`src/rtl/collar_pkg.sv`:
```
`timescale 1ns/1ps
package collar_pkg;
  localparam int IR_W = 2;

  typedef enum logic [IR_W-1:0] {
    MODE_FUNC = 2'b00,
    MODE_EXT  = 2'b01,
    MODE_INT  = 2'b10,
    MODE_BYP  = 2'b11
  } collar_mode_e;
endpackage

```
`src/rtl/collar_cell.sv`:
```
`timescale 1ns/1ps
module collar_cell (
  input  logic clk,
  input  logic rst_n,
  input  logic cap_en,
  input  logic shf_en,
  input  logic upd_en,
  input  logic par_in,
  input  logic ser_in,
  output logic ser_out,
  output logic hold_out
);
  logic scan_q;
  logic hold_q;

  // Capture outranks shift; the hold register samples the pre-edge scan value.
  always_ff @(posedge clk or negedge rst_n) begin
    if (!rst_n) begin
      scan_q <= 1'b0;
      hold_q <= 1'b0;
    end else begin
      if (cap_en)      scan_q <= par_in;
      else if (shf_en) scan_q <= ser_in;
      if (upd_en)      hold_q <= scan_q;
    end
  end

  assign ser_out  = scan_q;
  assign hold_out = hold_q;
endmodule

```
`src/rtl/collar_ir.sv`:
```
`timescale 1ns/1ps
module collar_ir
  import collar_pkg::*;
(
  input  logic         clk,
  input  logic         rst_n,
  input  logic         ser_in,
  input  logic         shf_en,
  input  logic         commit,
  output logic         ser_out,
  output collar_mode_e mode
);
  logic [IR_W-1:0] sr_q;
  collar_mode_e    mode_q;

  always_ff @(posedge clk or negedge rst_n) begin
    if (!rst_n) begin
      sr_q   <= '0;
      mode_q <= MODE_FUNC;
    end else begin
      if (shf_en) sr_q   <= {ser_in, sr_q[IR_W-1:1]};
      if (commit) mode_q <= collar_mode_e'(sr_q);
    end
  end

  assign ser_out = sr_q[0];
  assign mode    = mode_q;
endmodule

```
`src/rtl/collar_byp.sv`:
```
`timescale 1ns/1ps
module collar_byp (
  input  logic clk,
  input  logic rst_n,
  input  logic ser_in,
  input  logic shf_en,
  input  logic cap_en,
  output logic ser_out
);
  logic bit_q;

  always_ff @(posedge clk or negedge rst_n) begin
    if (!rst_n)      bit_q <= 1'b0;
    else if (cap_en) bit_q <= 1'b0;
    else if (shf_en) bit_q <= ser_in;
  end

  assign ser_out = bit_q;
endmodule

```
`src/rtl/core_collar.sv`:
```
`timescale 1ns/1ps
module core_collar
  import collar_pkg::*;
#(
  parameter int N_IN  = 4,
  parameter int N_OUT = 3
) (
  input  logic             clk,
  input  logic             rst_n,
  input  logic [N_IN-1:0]  host_in,
  output logic [N_IN-1:0]  core_in,
  input  logic [N_OUT-1:0] core_out,
  output logic [N_OUT-1:0] host_out,
  input  logic             wsi,
  output logic             wso,
  input  logic             capture_en,
  input  logic             shift_en,
  input  logic             update_en,
  input  logic             ir_shift,
  input  logic             ir_update
);
  localparam int N_CELL = N_IN + N_OUT;

  collar_mode_e      mode_q;
  logic              ir_so;
  logic              byp_so;
  logic [N_CELL-1:0] scan_q;
  logic [N_CELL-1:0] hold_q;
  logic              cap_in, cap_out, chain_shift, byp_sel;

  collar_ir u_ir (
    .clk    (clk),
    .rst_n  (rst_n),
    .ser_in (wsi),
    .shf_en (ir_shift),
    .commit (ir_update),
    .ser_out(ir_so),
    .mode   (mode_q)
  );

  always_comb begin
    byp_sel     = (mode_q == MODE_BYP);
    cap_in      = capture_en && (mode_q == MODE_EXT);
    cap_out     = capture_en && (mode_q == MODE_INT);
    chain_shift = shift_en && !byp_sel;
  end

  collar_byp u_byp (
    .clk    (clk),
    .rst_n  (rst_n),
    .ser_in (wsi),
    .shf_en (shift_en && byp_sel),
    .cap_en (capture_en && byp_sel),
    .ser_out(byp_so)
  );

  for (genvar j = 0; j < N_CELL; j++) begin : g_cell
    logic par_bit, ser_bit, cap_bit;
    if (j < N_IN) begin : g_in
      assign par_bit = host_in[j];
      assign cap_bit = cap_in;
    end else begin : g_out
      assign par_bit = core_out[j-N_IN];
      assign cap_bit = cap_out;
    end
    if (j == 0) begin : g_head
      assign ser_bit = wsi;
    end else begin : g_link
      assign ser_bit = scan_q[j-1];
    end
    collar_cell u_cell (
      .clk     (clk),
      .rst_n   (rst_n),
      .cap_en  (cap_bit),
      .shf_en  (chain_shift),
      .upd_en  (update_en),
      .par_in  (par_bit),
      .ser_in  (ser_bit),
      .ser_out (scan_q[j]),
      .hold_out(hold_q[j])
    );
  end

  always_comb begin
    core_in  = (mode_q == MODE_INT) ? hold_q[N_IN-1:0]      : host_in;
    host_out = (mode_q == MODE_EXT) ? hold_q[N_CELL-1:N_IN] : core_out;
    if (ir_shift)     wso = ir_so;
    else if (byp_sel) wso = byp_so;
    else              wso = scan_q[N_CELL-1];
  end
endmodule

```
`config.mk`:
```
export PLATFORM = sky130hd
export DESIGN_NAME = core_collar
export DESIGN_NICKNAME = d
export VERILOG_FILES = /design/src/rtl/collar_pkg.sv /design/src/rtl/collar_cell.sv /design/src/rtl/collar_ir.sv /design/src/rtl/collar_byp.sv /design/src/rtl/core_collar.sv
export SDC_FILE = /design/constraint.sdc
export NUM_CORES = 1
export LEC_CHECK = 0
export ABC_CLOCK_PERIOD_IN_PS = 2350
export BUFFER_PORTS_ARGS = -buffer_cell sky130_fd_sc_hd__buf_2
export CAP_MARGIN = 20
export CORE_MARGIN = 2
export CORE_UTILIZATION = 45
export DETAILED_ROUTE_END_ITERATION = 8
export GPL_TIMING_DRIVEN = 1
export PLACE_DENSITY = 0.8
export SLEW_MARGIN = 20
export SYNTH_ARGS = -nofsm -noshare
export SYNTH_HDL_FRONTEND = slang
export SYNTH_HIERARCHICAL = 1
export SYNTH_SLANG_ARGS = --single-unit
```
`constraint.sdc`:
```
create_clock -name clk -period 2.35 [get_ports clk]
set_clock_uncertainty 0.1 [all_clocks]
set_input_delay 0.47 -clock clk [delete_from_list [all_inputs] [get_ports clk]]
set_output_delay 0.47 -clock clk [all_outputs]
set_load 0.005 [all_outputs]
```
# Yosys cells after proc, flatten, opt, wreduce, memory -nomap -nowiden
# Index checks and enable logic that the tools add are counted.
# word_totals
register_bits	19
latchBits	0
ram_bits	0
rom_bits	0
word_cells	49
n_memories	0
# classes
n_addsub	0
n_mul	0
div	0
magnitude_cmp	0
n_eq_ne	3
n_shift	0
mux	20
bitwise	0
n_reduce_logical	9
# op_table
operator	count
1-bit 2-to-1 mux	18
2-bit nonzero test	3
1-bit logical AND	5
2-bit == test, second input constant	2
4-bit 2-to-1 mux	1
3-bit 2-to-1 mux	1
2-bit by 1-bit == test with 1-bit output, second input constant	1
1-bit zero test	1

# Longest topological paths before layout
# logic_depth
ltp_word	5
depth_mapped	4
mapped_depth_nobuf	4

# Modules after synthesis
# Netlist, hierarchy kept.
# by_module_without_submodules
mod	instances	cells_per_inst	area_each_um2	seq_area_each_um2
collar_cell	7	6	83.8	50.0
core_collar	1	18	173.9	0.0
collar_ir	1	8	145.1	100.1
collar_byp	1	3	38.8	25.0

# Worst setup path after synthesis
# Ideal clock, no wire load.
# synth_path
kind	input port to flip-flop
startpoint	input port shift_en
endpoint	register g_cell[0].u_cell.scan_q
setup_time_ns	0.127
t_arrival_ns	1.597
path_slack_ns	0.526
cell_stages	3
n_path_buf	0
path_cell_list	a21boi_0 > mux2i_1 > o21ai_1
# synth_via
elab_chain_len	2
# synth_rtl
element	line_no	rtl
start, declared	core_collar.sv:17	input logic shift_en,
1-bit logical AND	core_collar.sv:45	chain_shift = shift_en && !byp_sel;
2-bit nonzero test (no source line)	-	
end signal, assigned	collar_cell.sv:22	if (cap_en) scan_q <= par_in;
end signal, assigned	collar_cell.sv:23	else if (shf_en) scan_q <= ser_in;
end, declared	collar_cell.sv:13	logic scan_q;
# Every way passes these cells.
# A chain may end at the register's enable or synchronous reset.

# Worst setup path in the final report
# layout_path
startpoint	register u_ir.mode_q[0] (netlist: u_ir/mode[0])
endpoint	output port core_in[1]
# layout_via
elab_chain_len	2
# layout_rtl
element	line_no	rtl
start, declared	collar_ir.sv:14	collar_mode_e mode_q;
start signal, assigned	collar_ir.sv:22	if (commit) mode_q <= collar_mode_e'(sr_q);
2-bit == test	core_collar.sv:85	core_in = (mode_q == MODE_INT) ? hold_q[N_IN-1:0] : host_in;
4-bit 2-to-1 mux	core_collar.sv:85	
end, declared	core_collar.sv:11	output logic [N_IN-1:0] core_in,
# Every way passes these cells.

==> summary.txt <==
Run status
  • Outcome: finished with violations
  • Failing checks: negative hold slack

Global routing
  • First-pass GRT wire length: 3.015 mm
  • Overflow after GRT: 0
  • Initial antenna violation count: 0
  • Gr usage total: 16.43%
  • Largest net degree at the start of global routing: 20
  • Vias in the first global route: 657

Clock tree
  • Worst-path clk slew: 0.11 ns
  • CTS resizes: 0
  • Num Clock Sinks: 19
  • Hold_buf cts: 0
  • Max clock buf depth: 2
  • H-Tree Depth: 1
  • CTS tree: yes
  • Root buffer cell: clkbuf_4
  • Latest clock arrival within the worst-skew pair: 0.30 ns
  • Number of CTS-inserted buffers: 3
  • Postcts setup bufs: 0

Worst setup path
  • Critical-path maximum fanout: 8
  • Crit end category: primary output
  • CP Launch Type: flop
  • Flop-to-flop setup slack: 0.98 ns
  • Worst path arrival time: 1.51 ns
  • R2R cell count: 4
  • FF-to-FF End: g_cell[3].u_cell/ser_out$_DFFE_PN0P_
  • WP data required: 1.78 ns
  • Worst r2r src: u_ir/mode[1]$_DFFE_PN0P_
  • Beginning of the critical path: u_ir/mode[0]$_DFFE_PN0P_
  • WS Path Type: reg -> out
  • CP endpoint: core_in[1]

Layout
  • Layout cells sized above 1: 39.80%
  • Area Overhead vs Synth: 18.81%
  • Final #Nets: 114
  • ANT cells: 0

Hold path
  • Hold Crit Class: in -> async

Pwr
  • Leak Pwr: 0.5497 nW
  • Max VDD drop: 0.0005647 V
  • PwrDens: 939.7 nW/um2

Synth
  • Synthesized area: 944.7 um2
  • Flops & latches, synth: 19
  • Sequential cell area fraction in the yosys report: 50.33%
  • Synth area leader: dfrtp_1
  • Synth Area per Inst: 13.31 um2
  • Yosys top cell area share: 50.33%
  • Gate count of the mapped netlist: 71
  • Netlist cell types: 14
  • Top post-synthesis cells by area: dfrtp_1 50%, mux2_4 17%, mux2i_1 8.5%, mux2_1 8.3%, o21ai_1 3.7%
  • Syn_nets: 86
  • Synth warn: 6

Timing
  • Max Freq: 481.4 MHz
  • Final Max Slew Viols: 0
  • Min Hold Slack: -0.003817 ns
  • Slew @ Worst Pin: 0.4413 ns
  • Headroom to the max-slew limit: 70.58%
  • Setup TNS: 0 ns
  • Setup-failing EPs final: 0
  • Unrepaired setup endpoints after global routing: no
  • Final worst path period need: 2.077 ns
  • Final setup margin: 0.2727 ns
  • Hold Vio Cnt, Final: 11
  • Final worst-path cycle share: 88.39%

Drt
  • Vias per cell: 5.056
  • Drt first pass iters: 4
  • Total Wirelength: 1.796 mm
  • DR WL/cell: 14.37 um
  • Vias: 632
  • Post-route DRC violation count: 0
  • Initial DRC count: 8
  • ANT nets after route: 0

Floorplanning
  • Die ar.: 2482 um2
  • Die width: 49.82 um
  • Core area: 1962 um2
  • Top-Level Pins: 23
  • DIE HEIGHT: 49.82 um
  • Rows: 16
  • Initial Util: 48.15%

Place
  • Number of port buffers: 22
  • DP HPWL: 1.360 mm
  • Final Wtd Congestion: 0.7288
  • Dpl ws: 0.6161 ns

Run
  • Max Cap Violations: 0
## registers in the layout (all words and copies together) (netlist names)
| signal | cells |
|---|---|
| u_byp/ser_out | 1 |
| u_ir/sr_q | 2 |
| g_cell.u_cell/ser_out | 7 |
| u_ir/mode | 2 |
| g_cell.u_cell/hold_out | 7 |
## area by class of cell
cell class                 count  area (um2)
multi-input combinational     52       469.2
fill                         190       839.6
sequential                    19       475.5
timing repair buffer          23       117.6
tap                           27       33.78
clock buffer                   4       26.28
## cells in the mapped netlist
library cell / instances
mux2_4: 11
nand2_1: 7
a21boi_0: 2
and3_1: 3
nor2b_2: 1
mux2_1: 7
o31a_1: 1
nand2b_1: 1
dfrtp_1: 19
and2b_4: 1
o21ai_1: 7
and2_1: 2
mux2i_1: 8
nor2_1: 1
## where the power goes
part | leakage, nW | switching (mW) | internal, mW | total (mW)
logic | 0.304 | 0.125 | 0.217 | 0.342
registers | 0.231 | 0.0903 | 0.455 | 0.545
clock network | 0.0150 | 0.102 | 0.0661 | 0.168
total | 0.550 | 0.317 | 0.737 | 1.05
## critical path, cell delays in order (launching register included)
cell and delay, ns:
dfrtp_1 0.45, and2b_4 0.33, mux2_4 0.30, buf_2 0.12
## worst min-delay path by stage
stage           from                                     to
2_1_floorplan  rst_n  g_cell[0].u_cell/hold_out$_DFFE_PN0P_
4_1_cts        rst_n  g_cell[2].u_cell/hold_out$_DFFE_PN0P_
3_3_place_gp   rst_n  g_cell[2].u_cell/hold_out$_DFFE_PN0P_
5_1_grt        rst_n   g_cell[2].u_cell/ser_out$_DFFE_PN0P_
3_5_place_dp   rst_n  g_cell[2].u_cell/hold_out$_DFFE_PN0P_
6_report       rst_n  g_cell[0].u_cell/hold_out$_DFFE_PN0P_
## metal layers
metal / vias up / global-route usage, % / part of all wire, %
met5: - / 0 / 0
met4: 0 / 8.333 / 2.1
met3: 4 / 3.030 / 4.8
met2: 21 / 25.56 / 47
met1: 298 / 21.85 / 46
li1: 309 / - / -
## metrics by stage
stage | hold slack, ns | total power [mW] | utilization, % | instances | instance area (um2)
after floorplan | 0.07441 | 0.7781 | - | 71 | 944.7
after global placement | 0.3261 | 0.8774 | 55.87 | 121 | 1096
after detailed placement | 0.3360 | 0.8963 | 55.87 | 121 | 1096
after CTS | 0.006123 | 1.063 | 57.21 | 125 | 1122
after global routing | 0.01954 | 1.122 | 57.21 | 125 | 1122
final | -0.003817 | 1.055 | 57.21 | 125 | 1122
## cell usage in the layout, fill, tap and decap left out, types with 2 or more instances in the layout
| cell type | count |
|---|---|
| nand2_1 | 7 |
| clkbuf_4 | 3 |
| buf_2 | 22 |
| a21boi_0 | 2 |
| mux2_1 | 7 |
| and3_1 | 3 |
| dfrtp_1 | 19 |
| o21ai_1 | 7 |
| mux2i_1 | 8 |
| mux2_4 | 11 |
| and2_1 | 2 |
## kinds of logic (layout without fill, tap and decap cells)
group,Yosys count,after routing,synth area share [%]
buffers and inverters,0,27,0
AND/OR/NAND/NOR,16,16,9.140
multiplexers,26,26,34.31
AO/OA/AOI/OAI,10,10,6.224
flip-flops,19,19,50.33
(Power assumes the default switching activity.)
